`config.mk`:
```
export PLATFORM = sky130hd
export DESIGN_NAME = band_classifier
export DESIGN_NICKNAME = d
export VERILOG_FILES = /design/src/rtl/band_pkg.sv /design/src/rtl/band_scaler.sv /design/src/rtl/band_ctrl.sv /design/src/rtl/band_datapath.sv /design/src/rtl/band_classifier.sv
export SDC_FILE = /design/constraint.sdc
export NUM_CORES = 2
export LEC_CHECK = 0
export ABC_AREA = 1
export BUFFER_PORTS_ARGS = -buffer_cell sky130_fd_sc_hd__buf_4
export CAP_MARGIN = 40
export CORE_MARGIN = 3
export CORE_UTILIZATION = 30
export DETAILED_ROUTE_END_ITERATION = 10
export RECOVER_POWER = 25
export REMOVE_ABC_BUFFERS = 1
export SLEW_MARGIN = 5
export SYNTH_ARGS = -nofsm -noshare
export SYNTH_HDL_FRONTEND = slang
export SYNTH_SLANG_ARGS = --single-unit
```
`constraint.sdc`:
```
create_clock -name clk -period 0.8 [get_ports clk]
set_input_delay 0.08 -clock clk [delete_from_list [all_inputs] [get_ports clk]]
set_output_delay 0.08 -clock clk [all_outputs]
set_load 0.02 [all_outputs]
```
`src/rtl/band_pkg.sv`:
```
package band_pkg;

  localparam int DEF_NUM_CH  = 2;
  localparam int DEF_MAX_THR = 3;
  localparam int DEF_VW      = 14;
  localparam int DEF_SW      = 16;
  localparam int DEF_FRAC    = 13;
  localparam int DEF_VMAX    = 11200;

  // strobes from control to datapath
  typedef struct packed {
    logic capture;   // load new classification into the result register
    logic hold;      // keep the previous result
  } band_ctrl_t;

endpackage

```
`src/rtl/band_scaler.sv`:
```
module band_scaler #(
  parameter int VW   = 14,
  parameter int SW   = 16,
  parameter int FRAC = 13,
  parameter int VMAX = 11200
) (
  input  logic [VW-1:0] volt,
  input  logic [SW-1:0] scale,
  output logic [VW-1:0] scaled
);
  localparam int PW = VW + SW;

  logic [PW-1:0] product;
  logic [PW-1:0] shifted;

  always_comb begin
    product = PW'(volt) * PW'(scale);
    shifted = product >> FRAC;
    if (shifted > PW'(VMAX)) scaled = VW'(VMAX);
    else                     scaled = shifted[VW-1:0];
  end
endmodule

```
`src/rtl/band_ctrl.sv`:
```
module band_ctrl
  import band_pkg::*;
(
  input  logic       clk,
  input  logic       rst_n,
  input  logic       measValid,
  output band_ctrl_t ctrl,
  output logic       outValid
);
  always_comb begin
    ctrl.capture = measValid;
    ctrl.hold    = !measValid;
  end

  always_ff @(posedge clk or negedge rst_n) begin
    if (!rst_n) outValid <= 1'b0;
    else        outValid <= measValid;
  end
endmodule

```
`src/rtl/band_datapath.sv`:
```
module band_datapath
  import band_pkg::*;
#(
  parameter int NUM_CH  = 2,
  parameter int MAX_THR = 3,
  parameter int VW      = 14,
  parameter int SW      = 16,
  parameter int FRAC    = 13,
  parameter int VMAX    = 11200,
  localparam int CW     = $clog2(MAX_THR + 1),
  localparam int LW     = MAX_THR + 1
) (
  input  logic                       clk,
  input  logic                       rst_n,
  input  band_ctrl_t                 ctrl,
  input  logic [NUM_CH*VW-1:0]       measWord,
  input  logic [NUM_CH*MAX_THR*VW-1:0] cfgVolt,
  input  logic [NUM_CH*MAX_THR-1:0]  scaleEn,
  input  logic [SW-1:0]              scaleFactor,
  input  logic [NUM_CH*CW-1:0]       thrCount,
  input  logic [NUM_CH*LW-1:0]       bandLabel,
  output logic [NUM_CH-1:0]          outBit
);
  logic [NUM_CH-1:0] nextBit;

  for (genvar c = 0; c < NUM_CH; c++) begin : g_ch
    logic [VW-1:0]      meas;
    logic [CW-1:0]      cnt;
    logic [LW-1:0]      labels;
    logic [MAX_THR-1:0] reached;
    logic [CW-1:0]      hitCnt;
    logic [CW-1:0]      bandIdx;

    assign meas   = measWord[c*VW +: VW];
    assign cnt    = thrCount[c*CW +: CW];
    assign labels = bandLabel[c*LW +: LW];

    for (genvar s = 0; s < MAX_THR; s++) begin : g_slot
      logic [VW-1:0] rawThr;
      logic [VW-1:0] scaledThr;
      logic [VW-1:0] thr;
      logic          active;

      assign rawThr = cfgVolt[(c*MAX_THR + s)*VW +: VW];

      band_scaler #(
        .VW(VW), .SW(SW), .FRAC(FRAC), .VMAX(VMAX)
      ) i_scaler (
        .volt  (rawThr),
        .scale (scaleFactor),
        .scaled(scaledThr)
      );

      assign thr        = scaleEn[c*MAX_THR + s] ? scaledThr : rawThr;
      assign active     = CW'(s) < cnt;
      assign reached[s] = active && (meas >= thr);
    end

    always_comb begin
      hitCnt = '0;
      for (int k = 0; k < MAX_THR; k++) hitCnt = hitCnt + CW'(reached[k]);
      bandIdx    = cnt - hitCnt;
      nextBit[c] = labels[bandIdx];
    end
  end

  always_ff @(posedge clk or negedge rst_n) begin
    if (!rst_n)            outBit <= '0;
    else if (ctrl.capture) outBit <= nextBit;
  end
endmodule

```
`src/rtl/band_classifier.sv`:
```
module band_classifier
  import band_pkg::*;
#(
  parameter int NUM_CH  = DEF_NUM_CH,
  parameter int MAX_THR = DEF_MAX_THR,
  parameter int VW      = DEF_VW,
  parameter int SW      = DEF_SW,
  parameter int FRAC    = DEF_FRAC,
  parameter int VMAX    = DEF_VMAX,
  localparam int CW     = $clog2(MAX_THR + 1),
  localparam int LW     = MAX_THR + 1
) (
  input  logic                         clk,
  input  logic                         rst_n,
  input  logic                         measValid,
  input  logic [NUM_CH*VW-1:0]         measWord,
  input  logic [NUM_CH*MAX_THR*VW-1:0] cfgVolt,
  input  logic [NUM_CH*MAX_THR-1:0]    scaleEn,
  input  logic [SW-1:0]                scaleFactor,
  input  logic [NUM_CH*CW-1:0]         thrCount,
  input  logic [NUM_CH*LW-1:0]         bandLabel,
  output logic [NUM_CH-1:0]            outBit,
  output logic                         outValid
);
  band_ctrl_t ctrl;

  band_ctrl i_ctrl (
    .clk      (clk),
    .rst_n    (rst_n),
    .measValid(measValid),
    .ctrl     (ctrl),
    .outValid (outValid)
  );

  band_datapath #(
    .NUM_CH(NUM_CH), .MAX_THR(MAX_THR), .VW(VW), .SW(SW),
    .FRAC(FRAC), .VMAX(VMAX)
  ) i_dp (
    .clk        (clk),
    .rst_n      (rst_n),
    .ctrl       (ctrl),
    .measWord   (measWord),
    .cfgVolt    (cfgVolt),
    .scaleEn    (scaleEn),
    .scaleFactor(scaleFactor),
    .thrCount   (thrCount),
    .bandLabel  (bandLabel),
    .outBit     (outBit)
  );
endmodule

```
==> flow_metrics.tcl <==
set metrics [dict create \
    r2r-start "i_dp.outBit[1]" \
    ys_async_sr_fraction 1.00 \
    cts_tree "done" \
    setup_violations_final 5 \
    cts-htree-levels 1 \
    gpl.final_weighted_congestion 0.945 \
    antenna_violations_before_repair 14 \
    max_clock_freq_mhz 117 \
    slew_viol_final 0 \
    max_slew.worst_pin.slew_ns 0.346 \
    cts.path.max_buffers 2 \
    worstPathRequired_ns 0.95 \
    detailedPlacementHpwl_um 154000 \
    remaining_drc_errors 0 \
    vias_in_the_first_global_route 53300 \
    path_type_of_the_worst_setup_path "input port to register" \
    post_synthesis_cells 7998 \
    drv_cap 0 \
    worstHoldPathType "input port to register" \
    globalRouteTotalUtil 0.195 \
    worst_slew_margin_rel 0.767 \
    drt.antenna.violating_nets 0 \
    synth_edf_count 0 \
    grt_setup_unrepaired "true" \
    final_util 0.368 \
    hold_path.startpoint "measValid" \
    internal_reg_to_reg_setup_slack_ns 0 \
    tritoncts_num_sinks 3 \
    hold_violations 0 \
    area_overhead_vs_synth_pct 21.7 \
    starting_density 0.302 \
    chipWidth_um 428 \
    num_io_pins 152 \
    cts_made_buffers 3 \
    critPathArrivalTime_ns 8.67 \
    violations "negative setup slack" \
    worst_r2r_endpoint "i_dp.outBit[1]" \
    critical-path-max-stage-delay_ns 0.56 \
    global_route_wire_length_before_repair_um 283000 \
    finalNetCount 10500 \
    holdPathEnd "i_ctrl.outValid" \
    netlist-cell-type-count 41 \
    run_status "finished with violations" \
    synthesis.area_um2 53300 \
    die_boundary_height_um 428 \
    final_wirelength_um 175000 \
    start_kind "input port" \
    reg2regPathDepth 3 \
    globalRouteOverflowTotal 0 \
    postSynth.topFlopCell "dfrtp_1" \
    worstSetupEndpointType "register" \
    synth.yosys.warnings 0 \
    fp.coreArea_um2 176000 \
    grt_start_max_net_pins 25 \
    avgViaCountPerCell 4.50 \
    routed-via-count 49700 \
    overall_die_area_um2 183000 \
    worstSkewPairLatency_ns 0.25 \
    buffer_ports.inserted 151 \
    cell_with_the_largest_stage_delay_on_the_worst_path "fa_1" \
    crit_fanout 7 \
    dr.first_iter.drc_count 2666 \
    finalClockSkew_ns 0 \
    syn_area_per_cell_um2 6.67 \
    post-route-worst-setup-slack_ns -7.72 \
    clock_tree_root_driver_cell "clkbuf_16" \
    post-route-min-period_ns 8.52 \
    synth.yosys.seq_area_share 0.00141 \
    min_path_cells 1 \
    core.rowCount 154 \
    ys_seq_elements 3 \
    critPathMostFrequentCell "inv_1" \
    firstDrtPassIters 7 \
    clkSlewWorstSetupHoldPaths_ns 0.06 \
    wl_per_cell_um 15.9 \
    fraction_of_layout_cells_with_a_size_suffix_above_1 0.157 \
    final.period_utilization 10.6 \
]
-- state kept, by name, indices dropped and copies added, names as in the netlist --
signal and count:
i_dp.outBit 2, i_ctrl.outValid 1
-- stage by stage --
stage	hold slack [ns]	TNS (ns)	setup WS, ns	instances	area, um^2
global route	0.0986	-16.86	-8.14	11100	64900
global placement	-0.0439	-16.53	-8.32	11000	63000
floorplan	-0.216	-13.85	-7.03	7670	52000
finish	0.0860	-15.90	-7.72	11100	64900
CTS	0.104	-15.88	-7.68	11000	64100
detailed placement	-0.0456	-16.69	-8.35	11000	63000
-- cells in the final DEF, fill, tap and decap left out, drive strengths merged, types with 25 or more instances in the layout --
cell / netlist / final
nand2: 2596 / 2599
inv: 2321 / 2321
buf: 47 / 1030
fa: 988 / 988
ha: 638 / 638
nor2: 400 / 400
a21oi: 222 / 222
nand3: 201 / 201
o21ai: 72 / 72
nor3: 49 / 49
nand3b: 31 / 31
o21bai: 26 / 26
nand4: 25 / 25
or2: 25 / 25
-- logic make-up (layout without fill, tap and decap cells) --
kind of cell,count (synthesis),in the layout,synth area share
buf+inv,2649,3356,0.188
mux,1,1,0.000188
flops,3,3,0.00141
xor+xnor,35,35,0.00575
simple gates,3339,3342,0.247
fa+ha+maj,1626,1626,0.521
compound gates,345,345,0.0367
other cells,0,9,0
-- final cells by class --
type                    count  area [um^2]
inverters                2321         8710
clock buffers               4         78.8
repair buffers           1031         8590
flip-flops and latches      3         75.1
diodes                      9         22.5
fillers                 18800       112000
well taps                2340         2930
multi-input cells        5349        44500
-- how the worst max path moves through the flow --
stage	startpoint	to	slack, ns
2_1_floorplan	cfgVolt[2]	i_dp.outBit[0]	-7.03
3_3_place_gp	scaleFactor[9]	i_dp.outBit[0]	-8.32
6_report	scaleFactor[6]	i_dp.outBit[1]	-7.72
3_5_place_dp	scaleFactor[9]	i_dp.outBit[0]	-8.35
5_1_grt	scaleFactor[7]	i_dp.outBit[0]	-8.14
4_1_cts	scaleFactor[7]	i_dp.outBit[0]	-7.68
-- critical path, delay by kind of cell --
kind | cells | cell delay (ns)
buf+inv | 19 | 1.61
fa+ha+maj | 10 | 4.61
simple gates | 17 | 1.50
compound gates | 5 | 0.79
-- Yosys cell counts, types with 28 or more instances --
cell type	count	area [um^2]
clkbuf_1	263	987
a21oi_2	28	245
nand3_1	200	1000
nand3b_1	31	233
ha_1	638	7980
a21oi_1	194	971
inv_1	2320	8710
nor3_1	49	245
nor2_1	394	1480
o21ai_0	70	350
nand2_1	2578	9680
fa_1	988	19800
buf_1	34	128
-- timing repair --
action	CTS	global route
gates cloned	6	1
endpoints found under the hold margin	3	0
resized for setup	181	180
pin swaps	51	70
setup buffers	18	5
setup endpoints to repair	5	5
hold buffers	1	0
-- routing by layer --
layer  global-route usage  part of all wire
met3               0.0195             0.048
met1                0.242              0.42
met5                    0           0.00039
met4               0.0553             0.033
met2                0.355              0.50
Power is not shown: default switching activity piles up to over one toggle a cycle in this logic, so the estimate is an artifact.
